### config.mk
export PLATFORM = sky130hd
export DESIGN_NAME = dac_update_ctrl
export DESIGN_NICKNAME = d
export VERILOG_FILES = /design/src/rtl/dac_upd_pkg.sv /design/src/rtl/dac_load_strobe.sv /design/src/rtl/dac_chan.sv /design/src/rtl/dac_update_ctrl.sv
export SDC_FILE = /design/constraint.sdc
export NUM_CORES = 1
export LEC_CHECK = 0
export ABC_CLOCK_PERIOD_IN_PS = 1700
export BUFFER_PORTS_ARGS = -buffer_cell sky130_fd_sc_hd__buf_4
export CORE_ASPECT_RATIO = 1.4
export CORE_MARGIN = 4
export CORE_UTILIZATION = 30
export DETAILED_ROUTE_END_ITERATION = 10
export PLACE_DENSITY = 0.52
export SLEW_MARGIN = 20
export SYNTH_ARGS = -nofsm -noshare
export SYNTH_HDL_FRONTEND = slang
export SYNTH_HIERARCHICAL = 1
export SYNTH_SLANG_ARGS = --single-unit
export TNS_END_PERCENT = 50
### constraint.sdc
create_clock -name clk_i -period 1.7 [get_ports clk_i]
set_input_delay 0.34 -clock clk_i [delete_from_list [all_inputs] [get_ports clk_i]]
set_output_delay 0.34 -clock clk_i [all_outputs]
set_load 0.01 [all_outputs]
### src/rtl/dac_upd_pkg.sv
package dac_upd_pkg;
  localparam int unsigned DEF_CODE_W = 12;

  function automatic logic [31:0] clear_value(input int unsigned width, input logic mid);
    return mid ? (32'd1 << (width - 1)) : 32'd0;
  endfunction
endpackage

### src/rtl/dac_load_strobe.sv
module dac_load_strobe #(
  parameter int unsigned SYNC_STAGES = 2
) (
  input  logic clk_i,
  input  logic rst_ni,
  input  logic ldac_ni,
  input  logic sw_trig_i,
  output logic load_o
);
  logic [SYNC_STAGES:0] sync_q;
  logic                 trig_q;
  logic                 fall_w;

  // top bit keeps the previous synchronized value for edge detect
  always_ff @(posedge clk_i or negedge rst_ni) begin
    if (!rst_ni) sync_q <= '1;
    else         sync_q <= {sync_q[SYNC_STAGES-1:0], ldac_ni};
  end

  // trigger bit: set by a write of 1, gone one cycle later
  always_ff @(posedge clk_i or negedge rst_ni) begin
    if (!rst_ni) trig_q <= 1'b0;
    else         trig_q <= sw_trig_i;
  end

  assign fall_w = sync_q[SYNC_STAGES] & ~sync_q[SYNC_STAGES-1];
  assign load_o = fall_w | trig_q;
endmodule

### src/rtl/dac_chan.sv
module dac_chan
  import dac_upd_pkg::*;
#(
  parameter int unsigned CODE_W = DEF_CODE_W
) (
  input  logic              clk_i,
  input  logic              rst_ni,
  input  logic              sync_i,
  input  logic              clr_mid_i,
  input  logic              clr_i,
  input  logic              load_i,
  input  logic              hit_i,
  input  logic [CODE_W-1:0] code_i,
  output logic [CODE_W-1:0] out_o
);
  localparam logic [CODE_W-1:0] ZERO_CODE = CODE_W'(clear_value(CODE_W, 1'b0));
  localparam logic [CODE_W-1:0] MID_CODE  = CODE_W'(clear_value(CODE_W, 1'b1));

  logic [CODE_W-1:0] act_q, buf_q;
  logic              pend_q;

  always_ff @(posedge clk_i or negedge rst_ni) begin
    if (!rst_ni) begin
      act_q  <= '0;
      buf_q  <= '0;
      pend_q <= 1'b0;
    end else if (clr_i) begin
      act_q  <= clr_mid_i ? MID_CODE : ZERO_CODE;
      pend_q <= 1'b0;
    end else begin
      if (load_i && pend_q) begin
        act_q  <= buf_q;
        pend_q <= 1'b0;
      end
      if (hit_i) begin
        if (sync_i) begin
          buf_q  <= code_i;
          pend_q <= 1'b1;
        end else begin
          act_q  <= code_i;
        end
      end
    end
  end

  assign out_o = act_q;
endmodule

### src/rtl/dac_update_ctrl.sv
module dac_update_ctrl
  import dac_upd_pkg::*;
#(
  parameter int unsigned NUM_CH      = 2,
  parameter int unsigned CODE_W      = DEF_CODE_W,
  parameter int unsigned SYNC_STAGES = 2,
  localparam int unsigned CH_W       = (NUM_CH > 1) ? $clog2(NUM_CH) : 1
) (
  input  logic                     clk_i,
  input  logic                     rst_ni,
  input  logic [NUM_CH-1:0]        cfg_clr_mid_i,
  input  logic [NUM_CH-1:0]        cfg_sync_i,
  input  logic [NUM_CH-1:0]        cfg_bcast_en_i,
  input  logic                     wr_en_i,
  input  logic [CH_W-1:0]          wr_ch_i,
  input  logic [CODE_W-1:0]        wr_code_i,
  input  logic                     bc_wr_i,
  input  logic [CODE_W-1:0]        bc_code_i,
  input  logic                     ldac_ni,
  input  logic                     sw_trig_i,
  input  logic                     clr_i,
  output logic [NUM_CH*CODE_W-1:0] out_code_o
);
  logic load_w;

  dac_load_strobe #(.SYNC_STAGES(SYNC_STAGES)) u_load (
    .clk_i    (clk_i),
    .rst_ni   (rst_ni),
    .ldac_ni  (ldac_ni),
    .sw_trig_i(sw_trig_i),
    .load_o   (load_w)
  );

  for (genvar c = 0; c < NUM_CH; c++) begin : g_ch
    logic              dir_hit, bc_hit;
    logic [CODE_W-1:0] code_w;

    assign dir_hit = wr_en_i && (wr_ch_i == CH_W'(c));
    assign bc_hit  = bc_wr_i && cfg_bcast_en_i[c];
    // direct write wins over broadcast
    assign code_w  = dir_hit ? wr_code_i : bc_code_i;

    dac_chan #(.CODE_W(CODE_W)) u_chan (
      .clk_i    (clk_i),
      .rst_ni   (rst_ni),
      .sync_i   (cfg_sync_i[c]),
      .clr_mid_i(cfg_clr_mid_i[c]),
      .clr_i    (clr_i),
      .load_i   (load_w),
      .hit_i    (dir_hit | bc_hit),
      .code_i   (code_w),
      .out_o    (out_code_o[c*CODE_W +: CODE_W])
    );
  end
endmodule


======== Word level (Yosys, flattened, before mapping) ========
Index checks and enable logic that the tools add are counted.
cells by class
  order comparisons ....................... 0
  multiply operators ...................... 0
  reductions and logical operators ........ 8
  shift operators ......................... 0
  $add $sub $neg .......................... 0
  div/mod/pow operators ................... 0
  multiplexer cells ....................... 20
  bitwise operators ....................... 7
  eq/ne operators ......................... 0
operator list
  operator             count
  12-bit 2-to-1 mux    12
  1-bit 2-to-1 mux     8
  1-bit logical AND    6
  3-bit AND reduction  2
  1-bit NOT            3
  1-bit bitwise OR     3
  1-bit bitwise AND    1
storage, ports and cells
  bits of input ports ..................... 38
  ROM bits ................................ 0
  bits in latches ......................... 0
  output and inout bits ................... 24
  memory bits (writable) .................. 0
  memories ................................ 0
  logic and storage cells ................. 43
  flip-flop bits (word level) ............. 54

======== Longest topological paths before layout ========
Gate-level depths: netlist of run 1.
  depth in word-level cells ............... 8
  gate-level depth with buffers ........... 7
  depth with buffers taken out ............ 5

======== Hierarchy ========
Netlist of run 1, hierarchy kept.
by module, submodules not included
  module           sequential area each (um^2)  area an instance (um^2)  cells an instance  instances
  dac_chan         625.6                        1,157.4                  99                 2
  dac_update_ctrl  0.0                          364.1                    32                 1
  dac_load_strobe  103.8                        115.1                    6                  1

======== Worst setup path after synthesis of run 1 ========
No wires, ideal clock.
  kind .................................... input port to flip-flop
  from .................................... in wr_ch_i
  to ...................................... reg g_ch[0].u_chan.buf_q[1]
  arrival time ............................ 1,365 ps
  slack ................................... 210 ps
  required time ........................... 1,575 ps
  path buffers ............................ 2
  stages .................................. 6
  library setup time ...................... 125 ps
  cell sequence ........................... nand2b_4 clkbuf_8 nand2_1 nand3b_4 buf_6 mux2_4
between the ends
  word-level cells in the longest chain between the ends .. 4
  elaborated cells on any way between the ends .. 5
  classes of those cells .................. 1 x mux; 2 x bitwise; 2 x reduce/logical
RTL lines
  element                               line                   RTL
  start: declaration                    dac_update_ctrl.sv:15  input logic [CH_W-1:0] wr_ch_i,
  1-bit NOT (*)                         dac_update_ctrl.sv:38  assign dir_hit = wr_en_i && (wr_ch_i == CH_W'(c));
  1-bit logical AND (*)                 dac_update_ctrl.sv:38
  1-bit bitwise OR                      dac_update_ctrl.sv:50  .hit_i (dir_hit | bc_hit),
  3-bit AND reduction (no source line)  n/a
  end signal: assignment                dac_chan.sv:37         buf_q <= code_i;
  end: declaration                      dac_chan.sv:19         logic [CODE_W-1:0] act_q, buf_q;
Every way passes the cells marked *; elsewhere a longest branch is shown, timed or not.
A chain may end at the register's enable or synchronous reset.

======== Worst setup path in the final report of run 1 ========
  from .................................... reg u_load.sync_q[1]
  to ...................................... reg g_ch[1].u_chan.act_q[11]
between the ends
  word-level cells in the longest chain between the ends .. 8
RTL lines
  element                   line                   RTL
  start: declaration        dac_load_strobe.sv:10  logic [SYNC_STAGES:0] sync_q;
  start signal: assignment  dac_load_strobe.sv:17  else sync_q <= {sync_q[SYNC_STAGES-1:0], ldac_ni};
  1-bit NOT (*)             dac_load_strobe.sv:26  assign fall_w = sync_q[SYNC_STAGES] & ~sync_q[SYNC_STAGES-1];
  1-bit bitwise AND (*)     dac_load_strobe.sv:26
  1-bit bitwise OR (*)      dac_load_strobe.sv:27  assign load_o = fall_w | trig_q;
  net load_w                dac_update_ctrl.sv:24  logic load_w;
  1-bit logical AND (*)     dac_chan.sv:31         if (load_i && pend_q) begin
  12-bit 2-to-1 mux (*)     dac_chan.sv:31
  12-bit 2-to-1 mux         dac_chan.sv:36         if (sync_i) begin
  12-bit 2-to-1 mux (*)     dac_chan.sv:35         if (hit_i) begin
  12-bit 2-to-1 mux (*)     dac_chan.sv:27         end else if (clr_i) begin
  end signal: assignment    dac_chan.sv:28         act_q <= clr_mid_i ? MID_CODE : ZERO_CODE;
  end signal: assignment    dac_chan.sv:32         act_q <= buf_q;
  end signal: assignment    dac_chan.sv:40         act_q <= code_i;
  end: declaration          dac_chan.sv:19
Mark *: on every way through the listed nets, which the timed path passes. The rest lies on a longest branch.

==> flow_summary.json, run 1 <==
{
  "fin_skew_ns": 0.00420,
  "wl_per_cell_um": 16.8,
  "ys.flop_type": "dfrtp_1",
  "avgSynthCellArea_um2": 11.8,
  "netlist.area_leader.share_pct": 45.7,
  "hpwl_mm": 5.12,
  "cts_root_buf": "clkbuf_16",
  "min_period_ns": 1.58,
  "cts_tree": "yes",
  "drc": 0,
  "peakVddDrop_mv": 0.437,
  "num_vias": 1998,
  "path_class": "flop to flop",
  "post_cts_buffers": 0,
  "outcome": "finished clean",
  "grt_pass1_wl_mm": 11.2,
  "gp_congestion": 0.814,
  "viasPerCell": 4.91,
  "period_share_pct": 93.1,
  "ys_async_sr_fraction_pct": 100,
  "h-tree-depth": 2,
  "wirelength_mm": 6.85,
  "finalPower_mw": 3.34,
  "hold_class": "input pin to flop",
  "clock_latency_ns": 0.29,
  "clock.fmax_mhz": 632,
  "grt_usage_pct": 13.4,
  "synth_warnings": 6,
  "die_h_um": 122,
  "first_pass_iters": 4,
  "syn_to_final_growth_pct": 27.0,
  "core_region_area_mm2": 0.00908,
  "synth-edff-count": 0,
  "crit_fanout": 8,
  "crit_path_end_kind": "flop",
  "io_pins": 62,
  "slew_viol_final": 0,
  "setup_viol": 0,
  "synth_seq_cells": 54,
  "leakagePower_nw": 1.70,
  "yosys.area.top_type": "dfrtp_1",
  "grt_pass1_vias": 2166,
  "yosysSeqAreaShare_pct": 48.5,
  "maxCapViolations": 0,
  "initial_core_util_pct": 30.8,
  "hold_violations": 0,
  "synth_cell_type_count": 22,
  "n_antenna_cell": 0,
  "dieArea_mm2": 0.0109,
  "slew_headroom_pct": 73.4,
  "synthCells": 236,
  "antenna_found_initial": 0,
  "crit_arrival_ns": 1.75,
  "clock-sinks": 54,
  "finalSetupTns_ns": 0,
  "clockBufferDepth": 2,
  "grt_remaining_overflow": 0,
  "drive_above_1_share_pct": 45.7,
  "design_area_mm2": 0.00355,
  "power_density_mw_per_mm2": 941,
  "tightest_slew_ns": 0.399,
  "die_width_um": 89.6,
  "fill_cells": 866,
  "start_kind": "flop",
  "final_net_count": 337,
  "critical_path_required_ns": 1.87,
  "io_buffers": 61,
  "syn_nets": 274,
  "postRouteAntennaNets": 0,
  "synthTopCellsByArea": "dfrtp_1 (46%), mux2_4 (15%), mux2_2 (8.5%), a311oi_1 (6.9%), nand2_1 (4.0%)",
  "cts_made_buffers": 5,
  "rows": 41,
  "rsz0062_at_grt": "no",
  "drtIter0Drc": 56,
  "placed_area_mm2": 0.00338,
  "grt_max_degree": 29,
  "netlist_area_mm2": 0.00279,
  "cts.reportedPaths.clkPinSlew_ns": 0.07
}
==> worst max-delay path: stages (launching register included) <==
cell	delay (ns)
dfstp_2	0.53
inv_1	0.04
a21o_2	0.26
buf_4	0.16
and3_1	0.15
a221oi_1	0.21
o31ai_1	0.12
==> cells in the final DEF (no fill, tap or decap), types with 3 or more instances in the layout <==
| master | count |
|---|---|
| nand2b_4 | 3 |
| mux2_2 | 21 |
| buf_12 | 3 |
| nor2_1 | 24 |
| dfrtp_1 | 51 |
| nand3_1 | 22 |
| mux2_4 | 27 |
| dfstp_2 | 3 |
| clkbuf_16 | 5 |
| inv_1 | 3 |
| nand2_1 | 30 |
| a311oi_1 | 21 |
| buf_4 | 67 |
==> routing by layer <==
layer	part of all wire (%)	track usage (%)	up-vias
met5	0	0	-
met4	3.6	6.80	0
met3	3.6	2.44	16
met2	53	22.2	40
met1	40	16.4	969
li1	-	-	973
==> timing repair <==
item / in CTS / in global routing
resized for setup: 0 / 3
hold buffers: 1 / 0
endpoints found under the hold margin: 26 / 0
setup endpoints to repair: 0 / 1
==> area by class of cell <==
class                   instances  area [um2]  share of cell area, %
clock buffers                   7         143                   4.02
clock inverters                 1        5.00                  0.141
inverters                       3        11.3                  0.317
multi-input cells             163        1320                   37.1
flip-flops and latches         54        1360                   38.2
well taps                     107         134                   3.77
repair buffers                 72         584                   16.5
==> cell usage after synthesis, types with 3 or more instances <==
master,n
mux2_2,21
dfrtp_1,51
nor2_1,24
buf_6,5
buf_2,8
mux2_4,27
dfstp_2,3
inv_1,3
a311oi_1,22
nand2_1,30
nand2b_4,3
nand3_1,22
==> power breakdown <==
group	total [mW]	switching (mW)	leakage (nW)	internal (mW)
logic	0.712	0.291	0.953	0.421
clock network	1.03	0.447	0.0739	0.585
registers	1.60	0.113	0.672	1.48
total	3.34	0.850	1.70	2.49
==> path summary, 6_finish.rpt <==
path	depth (start not counted)	to	slack, ns	startpoint
worst min register to register	0	u_load/sync_q[2]	0.37	u_load/sync_q[1]
max in group asynchronous	3	u_load/sync_q[2]	0.61	rst_ni
worst max-delay path	6	g_ch[1].u_chan/out_o[11]	0.12	u_load/sync_q[1]
worst min-delay path	1	u_load/sync_q[0]	0.15	ldac_ni
min in group asynchronous	2	g_ch[1].u_chan/out_o[0]	0.51	rst_ni
worst max register to register	6	g_ch[1].u_chan/out_o[11]	0.12	u_load/sync_q[1]
==> state kept, by name, indices dropped and copies added (netlist names) <==
register            count
g_ch.u_chan/buf_q      24
g_ch.u_chan/out_o      24
u_load/sync_q           3
g_ch.u_chan/pend_q      2
u_load/trig_q           1
==> per-stage QoR <==
| step | util, % | hold WS [ns] | cells | worst slack [ns] |
|---|---|---|---|---|
| 4_1_cts | 39.0 | 0.146 | 407 | 0.0928 |
| 6_report | 39.1 | 0.154 | 407 | 0.118 |
| 3_3_place_gp | 37.2 | 0.300 | 398 | 0.131 |
| 2_1_floorplan | - | 0.0444 | 236 | 0.210 |
| 3_5_place_dp | 37.2 | 0.304 | 398 | 0.114 |
| 5_1_grt | 39.1 | 0.141 | 407 | 0.0397 |
==> kinds of logic after synthesis <==
family / Yosys count / share of synthesized area (%)
and+or+nand+nor: 86 / 15.2
DFF: 54 / 48.5
muxes: 48 / 23.0
AOI/OAI and AO/OA: 29 / 8.69
buffers and inverters: 19 / 4.61
Note: power is estimated with default switching activity, not from simulation.
==> inputs of run 2 (changes only) <==
--- a/config.mk
+++ b/config.mk
@@ -6,12 +6,12 @@
 export NUM_CORES = 1
 export LEC_CHECK = 0
 export ABC_CLOCK_PERIOD_IN_PS = 1700
-export BUFFER_PORTS_ARGS = -buffer_cell sky130_fd_sc_hd__buf_4
 export CORE_ASPECT_RATIO = 1.4
 export CORE_MARGIN = 4
 export CORE_UTILIZATION = 30
 export DETAILED_ROUTE_END_ITERATION = 10
-export PLACE_DENSITY = 0.52
+export DONT_BUFFER_PORTS = 1
+export PLACE_DENSITY = 0.47
 export SLEW_MARGIN = 20
 export SYNTH_ARGS = -nofsm -noshare
 export SYNTH_HDL_FRONTEND = slang
==> run 2 against run 1 <==
Utilization down 5.3 points. Global-route usage down 1.0 points. Flip-flop and latch count unchanged. First-iteration DRC count down 8.9%. Register-to-register slack better by 0.03 ns. Clock power about the same. Cell area down 14%. Combinational power down 27%. Non-clock buffer count down 62. Clock-buffer cell count down 2. Via count down 9.9%. Worst hold slack worse by 0.11 ns. Critical endpoint is now g_ch[0].u_chan/out_o[11].
==> flow_summary.json, run 2 (same netlist as run 1, synthesis figures left out) <==
{
  "io_buffers": 0,
  "clock_latency_ns": 0.29,
  "cts_made_buffers": 5,
  "final_cell_mix": "dfrtp_1 (51), nand2_1 (30), mux2_4 (27)",
  "clock-sinks": 54,
  "grt_pass1_wl_mm": 10.4,
  "highest_layer": "met4",
  "maxCapViolations": 0,
  "path_class": "flop to flop",
  "antenna_found_initial": 0,
  "final_common_cell": "dfrtp_1",
  "postRouteAntennaNets": 0,
  "clock.fmax_mhz": 645,
  "slowest_delay_ns": 0.52,
  "cts_root_buf": "clkbuf_16",
  "wl_per_cell_um": 18.8,
  "wl_met2_mm": 3.45,
  "rows": 41,
  "viasPerCell": 5.22,
  "r2r-start": "u_load/sync_q[2]",
  "hold_depth": 0,
  "slew_viol_final": 0,
  "grt_pass1_vias": 1835,
  "power_density_mw_per_mm2": 1030,
  "hpwl_mm": 4.73,
  "dr_wl_met3_um": 454,
  "num_vias": 1800,
  "dp_cells": 335,
  "n_antenna_cell": 0,
  "rsz0062_at_grt": "no",
  "core_region_area_mm2": 0.00908,
  "peakVddDrop_mv": 0.369,
  "period_share_pct": 91.2,
  "hold_class": "input pin to flop",
  "cts.reportedPaths.clkPinSlew_ns": 0.07,
  "drtIter0Drc": 51,
  "crit_path_end_kind": "flop",
  "cpMaxStageDelayCell": "dfstp_2",
  "gp_congestion": 0.728,
  "crit_arrival_ns": 1.72,
  "critical_path_required_ns": 1.87,
  "clockBufferDepth": 2,
  "outcome": "finished clean",
  "whs_ns": 0.0454,
  "slew_headroom_pct": 80.3,
  "register_area_mm2": 0.00136,
  "hold_violations": 0,
  "post_cts_buffers": 0,
  "leakagePower_nw": 1.38,
  "hold_path.startpoint": "ldac_ni",
  "dieArea_mm2": 0.0109,
  "drc": 0,
  "grt_max_degree": 55,
  "worstReg2RegEnd": "g_ch[0].u_chan/out_o[11]",
  "worst-r2r-setup-slack_ns": 0.15,
  "crit_fanout": 12,
  "grt_usage_pct": 12.4,
  "first_pass_iters": 6,
  "initial_core_util_pct": 30.8,
  "h-tree-depth": 2,
  "multi_input_area_mm2": 0.00131,
  "final_util_pct": 33.8,
  "min_to": "u_load/sync_q[0]",
  "drive_above_1_share_pct": 31.1,
  "m1WireLength_mm": 2.50,
  "final_net_count": 275,
  "syn_to_final_growth_pct": 9.76,
  "die_width_um": 89.6,
  "finalPower_mw": 3.17,
  "cts_tree": "yes",
  "crit_chain": "a21o_1, nand2_1, buf_4, a221oi_1, o31ai_1",
  "fill_cells": 906,
  "wirelength_mm": 6.49,
  "reg2reg_depth": 5,
  "finalSetupTns_ns": 0,
  "start_kind": "flop",
  "min_period_ns": 1.55,
  "setup_viol": 0,
  "fin_skew_ns": 0.00999,
  "grt_remaining_overflow": 0,
  "tightest_slew_ns": 0.295,
  "final_cells": 345,
  "die_h_um": 122,
  "io_pins": 62
}
## run 2: worst max-delay path, delay by kind of cell (launching register included)
kind            cells  cell delay (ns)
flops               1             0.52
simple gates        1             0.08
compound gates      3             0.65
buf+inv             1             0.18
## run 2: per-layer routing
| layer | GRT usage, % | up-vias |
|---|---|---|
| met2 | 21.5 | 46 |
| met4 | 3.35 | 0 |
| met1 | 14.1 | 898 |
| li1 | - | 852 |
| met5 | 0 | - |
| met3 | 4.40 | 4 |
## run 2: worst max path at each step
stage | from | end | cells after the start
after floorplan | wr_ch_i | g_ch[0].u_chan/buf_q[1] | 6
after global placement | u_load/sync_q[2] | g_ch[0].u_chan/out_o[11] | 5
after detailed placement | u_load/sync_q[2] | g_ch[0].u_chan/out_o[11] | 5
after CTS | u_load/sync_q[2] | g_ch[0].u_chan/out_o[11] | 5
after global routing | u_load/sync_q[1] | g_ch[0].u_chan/out_o[7] | 6
final | u_load/sync_q[2] | g_ch[0].u_chan/out_o[11] | 5
## run 2: where the power goes
group | switching [mW] | internal (mW)
Clock | 0.480 | 0.547
Sequential | 0.139 | 1.48
Combinational | 0.212 | 0.307
## run 2: cell type report
| type | instances | area share [%] |
|---|---|---|
| Timing Repair Buffer | 10 | 3.59 |
| Clock buffer | 5 | 4.08 |
| Clock inverter | 3 | 0.694 |
| Inverter | 3 | 0.367 |
| Multi-Input combinational cell | 163 | 42.7 |
| Sequential cell | 54 | 44.2 |
| Tap cell | 107 | 4.37 |
## run 2: what timing repair did
| action | CTS | global route |
|---|---|---|
| hold buffers | 2 | 0 |
| endpoints found under the hold margin | 54 | 0 |
| setup endpoints to repair | 0 | 0 |
| resized for setup | 0 | 0 |
## run 2: per-stage QoR
stage	setup WS (ns)	area, um2
2_1_floorplan	0.210	2790
3_3_place_gp	0.153	2880
3_5_place_dp	0.124	2880
4_1_cts	0.111	3070
5_1_grt	0.0159	3070
6_report	0.150	3070
